$ cat src/rtl/wcs_pkg.sv
package wcs_pkg;
   typedef enum logic [1:0] {
      PH_IDLE = 2'd0,
      PH_LOW  = 2'd1,
      PH_WAIT = 2'd2,
      PH_HIGH = 2'd3
   } phase_e;
endpackage

$ cat src/rtl/wcs_sync.sv
module wcs_sync #(
   parameter int   STAGES  = 2,
   parameter logic RST_VAL = 1'b1
) (
   input  logic clk,
   input  logic rst_n,
   input  logic d,
   output logic q
);
   generate
      if (STAGES < 2) begin : g_bad_stages
         $error("wcs_sync: STAGES must be at least 2");
      end
   endgenerate

   logic [STAGES-1:0] chain;

   always_ff @(posedge clk or negedge rst_n) begin
      if (!rst_n) chain <= {STAGES{RST_VAL}};
      else        chain <= {chain[STAGES-2:0], d};
   end

   assign q = chain[STAGES-1];
endmodule

$ cat src/rtl/wcs_edge.sv
module wcs_edge #(
   parameter logic RST_VAL = 1'b1
) (
   input  logic clk,
   input  logic rst_n,
   input  logic lvl,
   output logic rise_stb,
   output logic fall_stb
);
   logic lvl_d;

   always_ff @(posedge clk or negedge rst_n) begin
      if (!rst_n) lvl_d <= RST_VAL;
      else        lvl_d <= lvl;
   end

   assign rise_stb = lvl & ~lvl_d;
   assign fall_stb = ~lvl & lvl_d;


   rise_single_chk: assert property (@(posedge clk) disable iff (!rst_n)
      rise_stb |=> !rise_stb);

   fall_single_chk: assert property (@(posedge clk) disable iff (!rst_n)
      fall_stb |=> !fall_stb);
endmodule

$ cat src/rtl/wcs_phase.sv
module wcs_phase
   import wcs_pkg::*;
#(
   parameter int CNT_W = 16
) (
   input  logic             clk,
   input  logic             rst_n,
   input  logic             enable,
   input  logic [CNT_W-1:0] low_count,
   input  logic [CNT_W-1:0] high_count,
   input  logic             bus_lvl,
   output logic             drive_low
);
   localparam logic [CNT_W-1:0] ONE = CNT_W'(1);

   generate
      if (CNT_W < 2) begin : g_bad_width
         $error("wcs_phase: CNT_W must be at least 2");
      end
   endgenerate

   phase_e           state;
   logic [CNT_W-1:0] cnt;
   logic [CNT_W-1:0] lo_lim, hi_lim;
   logic [CNT_W:0]   cnt_nxt;
   logic             lo_done, hi_done;

   always_comb begin
      lo_lim  = (low_count  == '0) ? ONE : low_count;
      hi_lim  = (high_count == '0) ? ONE : high_count;
      cnt_nxt = {1'b0, cnt} + 1'b1;
      lo_done = cnt_nxt >= {1'b0, lo_lim};
      hi_done = cnt_nxt >= {1'b0, hi_lim};
   end

   always_ff @(posedge clk or negedge rst_n) begin
      if (!rst_n) begin
         state <= PH_IDLE;
         cnt   <= '0;
      end else if (!enable) begin
         state <= PH_IDLE;
         cnt   <= '0;
      end else begin
         case (state)
            PH_IDLE: begin
               state <= PH_LOW;
               cnt   <= '0;
            end
            PH_LOW: begin
               if (bus_lvl) cnt <= '0;
               else if (lo_done) begin
                  state <= PH_WAIT;
                  cnt   <= '0;
               end else cnt <= cnt + 1'b1;
            end
            PH_WAIT: begin
               cnt <= '0;
               if (bus_lvl) state <= PH_HIGH;
            end
            default: begin
               if (!bus_lvl) begin
                  if (lo_lim == ONE) begin
                     state <= PH_WAIT;
                     cnt   <= '0;
                  end else begin
                     state <= PH_LOW;
                     cnt   <= ONE;
                  end
               end else if (hi_done) begin
                  state <= PH_LOW;
                  cnt   <= '0;
               end else cnt <= cnt + 1'b1;
            end
         endcase
      end
   end

   assign drive_low = (state == PH_LOW);


   off_release_chk: assert property (@(posedge clk) disable iff (!rst_n)
      !enable |=> !drive_low);

   start_drive_chk: assert property (@(posedge clk) disable iff (!rst_n)
      (enable && state == PH_IDLE) |=> drive_low);

   abandon_high_chk: assert property (@(posedge clk) disable iff (!rst_n)
      (enable && state == PH_HIGH && !bus_lvl && lo_lim != ONE) |=> drive_low);

   stretch_hold_chk: assert property (@(posedge clk) disable iff (!rst_n)
      (enable && state == PH_WAIT && !bus_lvl) |=> !drive_low);

   low_bound_chk: assert property (@(posedge clk) disable iff (!rst_n)
      (state == PH_LOW && $stable(low_count)) |-> (cnt < lo_lim));

   high_bound_chk: assert property (@(posedge clk) disable iff (!rst_n)
      (state == PH_HIGH && $stable(high_count)) |-> (cnt < hi_lim));
endmodule

$ cat src/rtl/wand_clk_sync.sv
module wand_clk_sync #(
   parameter int CNT_W       = 16,
   parameter int SYNC_STAGES = 2
) (
   input  logic             clk,
   input  logic             rst_n,
   input  logic             enable,
   input  logic [CNT_W-1:0] low_count,
   input  logic [CNT_W-1:0] high_count,
   input  logic             bus_clk_in,
   output logic             bus_drive_low,
   output logic             bus_rise_stb,
   output logic             bus_fall_stb
);
   logic bus_lvl;

   wcs_sync #(.STAGES(SYNC_STAGES), .RST_VAL(1'b1)) u_sync (
      .clk   (clk),
      .rst_n (rst_n),
      .d     (bus_clk_in),
      .q     (bus_lvl)
   );

   wcs_edge #(.RST_VAL(1'b1)) u_edge (
      .clk      (clk),
      .rst_n    (rst_n),
      .lvl      (bus_lvl),
      .rise_stb (bus_rise_stb),
      .fall_stb (bus_fall_stb)
   );

   wcs_phase #(.CNT_W(CNT_W)) u_phase (
      .clk        (clk),
      .rst_n      (rst_n),
      .enable     (enable),
      .low_count  (low_count),
      .high_count (high_count),
      .bus_lvl    (bus_lvl),
      .drive_low  (bus_drive_low)
   );


   reset_quiet_chk: assert property (@(posedge clk)
      !rst_n |=> (!bus_rise_stb && !bus_fall_stb));
endmodule

$ cat config.mk
export PLATFORM = sky130hd
export DESIGN_NAME = wand_clk_sync
export DESIGN_NICKNAME = d
export VERILOG_FILES = /design/src/rtl/wcs_pkg.sv /design/src/rtl/wcs_sync.sv /design/src/rtl/wcs_edge.sv /design/src/rtl/wcs_phase.sv /design/src/rtl/wand_clk_sync.sv
export SDC_FILE = /design/constraint.sdc
export NUM_CORES = 1
export LEC_CHECK = 0
export BUFFER_PORTS_ARGS = -buffer_cell sky130_fd_sc_hd__buf_4
export CAP_MARGIN = 20
export CORE_AREA = 8 8 60 83
export DETAILED_ROUTE_END_ITERATION = 12
export DIE_AREA = 0 0 68 91
export PLACE_DENSITY = 0.87
export SLEW_MARGIN = 20
export SYNTH_ARGS = -nofsm -noshare
export SYNTH_HDL_FRONTEND = slang
export SYNTH_SLANG_ARGS = --single-unit
$ cat constraint.sdc
create_clock -name clk -period 3.6 [get_ports clk]
set_clock_uncertainty 0.1 [all_clocks]
set_input_delay 0.72 -clock clk [delete_from_list [all_inputs] [get_ports clk]]
set_output_delay 0.72 -clock clk [all_outputs]
set_load 0.005 [all_outputs]
==> run metrics, run 1 <==
maximum number of pins on one net before global-route repair 22; #FFs+latches synth 21; prevailing post-synth register cell dfrtp_1; Die Y approximately 91 um; Post-Place Worst Slack -0.02582 ns; CP Cell Sequence ha_4 > and4_4 > nand4_1 > buf_4 > xnor2_2 > ha_1 > and2_0 > a221o_1 > a221oi_2 > o211ai_1 > nor3_2 > buf_4 > o21ai_2 > buf_4 > o21ai_2; Final min period between 3 and 4 ns; DIE WIDTH between 60 and 70 um; register area share after synthesis between 20% and 30%; pwr/cell area around 270 mW/mm^2; placed cell area roughly 0.0024 mm^2; Row Count 27; final setup margin roughly 0.12 ns; total gr overflow 0; crit path capture type flip-flop; Total GRT Usage roughly 16%; mux cell area share after synthesis under 10%; DR iter-0 viols 73; internal power ~0.47 mW; CP Data Required Time 3.69 ns; CTS sink cnt 21; Mapped Cells 223; dpl cells 311; Final setup viols 0; sum of buffers and inverters on the critical path 3; H-tree depth 1; crit-path leading delay family compound AO/OA/AOI/OAI gates; clock root buffer clkbuf_8; flop2flop setup slack 0.12 ns; layout cells sized above 1 between 30% and 40%; Ys Warns 0; clock share of power 22.1%; worst-path maximum fanout 5; CTS tree done; vias between 1500 and 2000; Initial Util a little over half; clk buf depth 2; DRC errors left 0; Clock Latency Late Sink 0.26 ns; IO buf count 38; max-slew violation count 0; worst hold path type primary input to asynchronous set/reset pin; fin crit share 96.75%; Slew @ Worst Pin 0.4287 ns; initial antenna violation count 0; post-route cell area 0.002608 mm^2; average cell area after synthesis 8.960 um^2; WP data arrival around 3.6 ns; ranking of synthesized cells by area ha_1, dfrtp_1, inv_1, dfstp_2, xnor2_1; WL final about 5.4 mm; CTS Buf Count 3; syn_nets around 300; vias in the first global route roughly 1900; post-layout util between 60 and 70%; Startpoint Class flip-flop; maximum resistive drop on vdd roughly 0.27 mV; CP max stage cell dfrtp_1; Compound-Gate Fraction of Synth Area between 10% and 20%; Placeable Area 0.003784 mm^2; number of I/O pins 39; terminus of the critical flop-to-flop path u_phase.cnt[0]$_DFF_PN0_; Relative slew margins between 70% and 80%; Reg2Reg Depth 15; Leakage about 1.4 nW; Post-DP HPWL ~4.1 mm; EDFF count, synth 0; Yosys top cell area share roughly a quarter; Finished Layout Cells approximately 330; routed vias/inst 5.715; f_max 287.1 MHz; leading area contributor after synthesis ha_1; Synth Area in Adders 23.79%; Area growth, synth to finish 30.49%; MaxCap Viol Count 0; Fin. Hold Viols 0; status finished, final reports clean; Post-Synth Simple-Gate Area around a quarter; XOR/XNOR share of the synthesized area between 6 and 7%; Seq pwr share a little under 40%; # fillers between 200 and 300; FFs w/ async S/R, synth 100.0%; first-pass GRT wire length 8.038 mm; Setup CP Type flip-flop to flip-flop; drt pass-1 iters 4; CP max stage delay around 0.43 ns; # nets final around 360; per-cell routed wire length roughly 17 um; worst r2r src u_phase.cnt[0]$_DFF_PN0_; Switch Pwr around 0.23 mW; Crit path top cell by count buf_4; cts hold-fix bufs 0; footprint of the multi-input gates between 0.001 and 0.0015 mm^2; largest family of logic cells by synthesized area simple AND/OR/NAND/NOR gates; Placer Congestion around 0.91; Distinct cells, synth 38; Mapped Area 0.001998 mm^2; commonest non-fill, non-tap cell in the layout buf_4; die area around 0.0062 mm^2; Seq. cell area ~530 um^2; commonest non-fill, non-tap cells in the layout buf_4, ha_1, inv_1, dfrtp_1; Routed Antenna Nets 0; combinational power share 39.4%; Worst-path clk slew about 0.080 ns; switch share 33.13%; Diodes inserted 0
## layout make-up
type | count | share of cell area [%]
clock buffers | 4 | 1.727
inverters | 35 | 5.038
multi-input cells | 167 | 54.61
flip-flops and latches | 21 | 20.30
well taps | 43 | 2.063
repair buffers | 56 | 16.27
## through the flow
| stage | total power [mW] | setup TNS (ns) | hold slack (ns) |
|---|---|---|---|
| after global routing | 0.7440 | -0.09836 | 0.2352 |
| after detailed placement | 0.4991 | -0.1521 | 0.2472 |
| final | 0.6989 | 0 | 0.2276 |
| after CTS | 0.6532 | 0 | 0.2341 |
| after floorplan | 0.4070 | 0 | 0.2452 |
| after global placement | 0.4877 | 0 | 0.2464 |
## per-layer routing
layer / part of all wire, % / global-route usage (%)
met3: 3.4 / 2.091
met1: 37 / 16.59
met4: 3.3 / 6.861
met5: 0 / 0
met2: 56 / 30.79
## repair_timing
item | CTS | global route
cloned | 0 | 1
resized for setup | 1 | 15
pin swaps | 0 | 8
buffers inserted | 0 | 10
endpoints found under the setup margin | 13 | 18
## state kept, by name, summed over array words and instances, names as in the netlist
signal and cells:
u_edge.lvl_d 1, u_sync.chain 2, u_phase.state 2, u_phase.cnt 16
## cells in the mapped netlist (2+ instances only)
library cell,n
nor3_1,5
nand2_1,12
and2b_1,6
ha_1,38
dfstp_2,3
dfrtp_1,18
nor2b_4,2
nor2_1,9
o311ai_0,2
mux2i_1,2
nor2b_1,3
nor2b_2,6
nor4_1,8
nand2b_1,4
and4_1,2
a21oi_1,9
nand4_1,8
xnor2_1,7
nand3_1,12
inv_1,35
o21ai_0,2
a21o_1,7
xor2_1,7
o21ai_2,2
## how the worst max path moves through the flow
stage                                   from  cells past startpoint                   endpoint
floorplan           u_phase.cnt[0]$_DFF_PN0_                     13   u_phase.cnt[0]$_DFF_PN0_
global placement    u_phase.cnt[0]$_DFF_PN0_                     14  u_phase.cnt[11]$_DFF_PN0_
detailed placement  u_phase.cnt[0]$_DFF_PN0_                     14  u_phase.cnt[11]$_DFF_PN0_
CTS                 u_phase.cnt[0]$_DFF_PN0_                     14  u_phase.cnt[11]$_DFF_PN0_
global route        u_phase.cnt[0]$_DFF_PN0_                     15  u_phase.cnt[11]$_DFF_PN0_
finish              u_phase.cnt[0]$_DFF_PN0_                     15   u_phase.cnt[0]$_DFF_PN0_
## cells by family (layout without fill, tap and decap cells)
family,count (synthesis),in the layout
compound gates,30,31
xor+xnor,14,14
fa+ha+maj,38,38
buf+inv,36,95
flops,21,21
mux,2,2
simple gates,82,82
## power groups by stage
| stage | logic [mW] | registers, mW | clock network (mW) |
|---|---|---|---|
| after floorplan | 0.137 | 0.270 | 0 |
| after global placement | 0.215 | 0.272 | 0 |
| after detailed placement | 0.226 | 0.273 | 0 |
| after CTS | 0.231 | 0.268 | 0.154 |
| after global routing | 0.301 | 0.272 | 0.171 |
| final | 0.275 | 0.269 | 0.154 |
## worst reg2reg max path, delay by kind of cell, from the launching register on
family | cells | cell delay [ns]
AND/OR/NAND/NOR | 4 | 0.73
XOR/XNOR | 1 | 0.14
flip-flops | 1 | 0.43
AO/OA/AOI/OAI | 5 | 1.00
buffers and inverters | 3 | 0.54
adder cells (fa/ha/maj) | 2 | 0.47
Note: power is estimated with default switching activity, not from simulation.
==> run 2: changes to the inputs <==
--- a/config.mk
+++ b/config.mk
@@ -7,11 +7,11 @@
 export LEC_CHECK = 0
 export BUFFER_PORTS_ARGS = -buffer_cell sky130_fd_sc_hd__buf_4
-export CAP_MARGIN = 20
-export CORE_AREA = 8 8 60 83
+export CORE_AREA = 8 8 61 83
 export DETAILED_ROUTE_END_ITERATION = 12
-export DIE_AREA = 0 0 68 91
-export PLACE_DENSITY = 0.87
+export DIE_AREA = 0 0 69 91
+export PLACE_DENSITY = 0.86
 export SLEW_MARGIN = 20
 export SYNTH_ARGS = -nofsm -noshare
 export SYNTH_HDL_FRONTEND = slang
+export SYNTH_HIERARCHICAL = 1
 export SYNTH_SLANG_ARGS = --single-unit
==> constraint.sdc (replaced) <==
create_clock -name clk -period 3.6 [get_ports clk]
set_clock_uncertainty 0.1 [all_clocks]
set_input_delay 0.36 -clock clk [delete_from_list [all_inputs] [get_ports clk]]
set_output_delay 0.36 -clock clk [all_outputs]
set_load 0.005 [all_outputs]
==> run metrics, run 2 <==
status finished, final reports clean; Setup CP Type flip-flop to flip-flop; max-slew violation count 0 (unchanged); CTS Buf Count 3 (unchanged); DRC errors left 0 (unchanged); DR iter-0 viols 83 (+14%); vias 1835 (-1.5%); max reg flops 16 (unchanged); CP max stage delay 0.48 ns (+0.05 ns); Yosys top cell area share 22.76% (-1.0 points); vias in the first global route 1996 (+6.5%); Largest Register u_phase/cnt; XOR/XNOR share of the synthesized area 6.027% (-0.11 points); Area growth, synth to finish 19.93%; placed cell area 0.002351 mm^2 (-1.5%); MaxCap Viol Count 0 (unchanged); #FFs+latches synth 21 (unchanged); maximum number of pins on one net before global-route repair 22 (unchanged); crit path capture type flip-flop; Startpoint Class flip-flop; most common cell in the netlist inv_1; worst-path maximum fanout 15 (+10); # fillers 315 (+7.1%); Distinct cells, synth 41 (+7.9%); Diodes inserted 0 (unchanged); Post-DP HPWL 4.262 mm (+2.9%); total gr overflow 0 (unchanged); initial antenna violation count 0 (unchanged); EDFF count, synth 0 (unchanged); CTS sink cnt 21 (unchanged); WP data arrival 3.55 ns (-0.03 ns); routed vias/inst 5.844 (+2.3%); Die Y 91 um (unchanged); clock root buffer clkbuf_8; Total GRT Usage 16.20% (-0.091 points); FFs w/ async S/R, synth 100.0% (unchanged); die area 0.006279 mm^2 (+1.5%); Compound-Gate Fraction of Synth Area 11.25% (+0.36 points); Placer Congestion 0.8855 (-2.6%); commonest non-fill, non-tap cell in the layout inv_1; H-tree depth 1 (unchanged); Synth Area in Adders 22.76% (-1.0 points); # nets final 345 (-3.6%); Clock Latency Late Sink 0.27 ns (about the same); pwr/cell area 273.6 mW/mm^2 (+2.1%); Fin Hold WS 0.09324 ns (-0.1344 ns); number of I/O pins 39 (unchanged); clk buf depth 2 (unchanged); per-cell routed wire length 16.79 um (+1.7%); f_max 289.9 MHz (+0.99%); Relative slew margins 71.51% (+0.089 points); leading area contributor after synthesis ha_1; Placeable Area 0.003851 mm^2 (+1.8%); CP Cell Sequence ha_1 > and4_1 > and4_4 > xor2_1 > ha_1 > a21oi_1 > nand2_1 > o41a_1 > nor3_2 > o21ai_4 > buf_12 > nor2b_2; mux cell area share after synthesis 1.538% (+0.54 points); Worst-path clk slew 0.08 ns (about the same); Post-synth top cells inv_1, ha_1, dfrtp_1; Initial Util 52.83% (about the same); DIE WIDTH 69 um (+1.5%); largest family of logic cells by synthesized area simple AND/OR/NAND/NOR gates; Slew @ Worst Pin 0.4241 ns (-0.004604 ns); Post-Synth Simple-Gate Area 24.11% (-0.44 points); worst hold path type primary input to flip-flop; commonest non-fill, non-tap cells in the layout inv_1, buf_4, ha_1, dfrtp_1, nand2_1; Mapped Area 0.002034 mm^2 (+1.8%); fin crit share 95.80% (-0.94 points); Row Count 27 (unchanged); Ys Warns 6 (+6); Final setup viols 0 (unchanged); drt pass-1 iters 4 (unchanged); Fin. Hold Viols 0 (unchanged); Routed Antenna Nets 0 (unchanged); Crit path top cell by count ha_1; average cell area after synthesis 8.884 um^2 (-0.85%); dpl cells 308 (-0.96%); ranking of synthesized cells by area ha_1, dfrtp_1, inv_1, dfstp_2, nor2b_2; WL final 5.273 mm (-2.0%); CP max stage cell dfrtp_1; IO buf count 38 (unchanged); Mapped Cells 229 (+2.7%); register area share after synthesis 26.01% (-0.47 points); post-route cell area 0.002440 mm^2 (-6.4%); prevailing post-synth register cell dfrtp_1; Seq. cell area 529.3 um^2 (unchanged); Final min period 3.449 ns (-0.03402 ns); CTS tree done; footprint of the multi-input gates 0.001349 mm^2 (-5.3%); setup TNS 0 ns (unchanged); Leakage 1.335 nW (-7.7%); Finished Layout Cells 314 (-3.7%); CP Data Required Time 3.70 ns (about the same); first-pass GRT wire length 8.700 mm (+8.2%); maximum resistive drop on vdd 0.2417 mV (-12%); syn_nets 302 (+1.7%); largest registers u_phase/cnt (16), u_phase/state (2), u_sync/chain (2); layout cells sized above 1 25.09% (-6.4 points)
run 2: cell count changes after synthesis, moves of 3 or more:
cell / change
a21o_1: -4
and2b_1: -6
inv_1: +4
nor2b_1: +4
nor2b_2: +3
o21ai_0: +5
run 2: layout make-up:
class	instances	share of cell area (%)
Clock buffer	3	1.692
Tap cell	43	2.205
Multi-Input combinational cell	167	55.28
Clock inverter	1	0.2051
Sequential cell	21	21.69
Timing Repair Buffer	40	12.92
Inverter	39	6.000
run 2: cell families after synthesis:
| kind of cell | after synthesis |
|---|---|
| xor gates and xnor gates | 14 |
| DFF | 21 |
| muxes | 3 |
| adders and majority gates | 37 |
| buffers and inverters | 41 |
| AOI/OAI and AO/OA | 33 |
| and+or+nand+nor | 80 |
run 2: path summary, 6_finish.rpt:
path                                      startpoint                   endpoint  slack, ns  depth (start not counted)
setup / recovery            u_phase/cnt[0]$_DFF_PN0_  u_phase/cnt[12]$_DFF_PN0_       0.15                         12
hold / removal                            bus_clk_in  u_sync/chain[0]$_DFF_PN1_       0.09                          1
setup reg to reg            u_phase/cnt[0]$_DFF_PN0_  u_phase/cnt[12]$_DFF_PN0_       0.15                         12
hold reg to reg            u_sync/chain[0]$_DFF_PN1_  u_sync/chain[1]$_DFF_PN1_       0.26                          0
max in group asynchronous                      rst_n  u_sync/chain[0]$_DFF_PN1_       2.72                          2
min in group asynchronous                      rst_n  u_phase/cnt[12]$_DFF_PN0_       0.41                          2
run 2: repair_timing:
action,CTS,global route
gates cloned,0,0
hold buffers,1,0
endpoints found under the setup margin,14,17
hold endpoints to repair,18,0
buffers inserted,0,1
pin swaps,0,1
resized for setup,1,2
run 2: per-stage QoR:
step                      setup WS [ns]  util (%)  power (mW)
after floorplan                  0.5346         -      0.4091
after CTS                        0.1334     62.70      0.6573
final                            0.1510     63.35      0.6676
after global placement          0.04272     61.05      0.4781
after detailed placement       -0.07435     61.05      0.4928
after global routing           -0.01804     63.35      0.7054
run 2: per-layer routing:
metal / vias up / GRT usage (%) / routed length (um)
met4: 0 / 10.12 / 245
met1: 863 / 15.48 / 1878
met5: - / 0 / 0
li1: 875 / - / -
met3: 23 / 3.595 / 283
met2: 74 / 30.30 / 2866
run 2: worst max-delay path: cells and delay by family, from the launching register on:
| family | cells | cell delay [ns] |
|---|---|---|
| adder cells (fa/ha/maj) | 2 | 0.55 |
| AO/OA/AOI/OAI | 3 | 0.79 |
| buffers and inverters | 1 | 0.16 |
| flip-flops | 1 | 0.48 |
| XOR/XNOR | 1 | 0.29 |
| AND/OR/NAND/NOR | 5 | 1.02 |
run 2: power by group:
part           internal (mW)  switching (mW)
registers              0.250          0.0170
logic                  0.117           0.126
clock network         0.0772          0.0811
total                  0.444           0.224
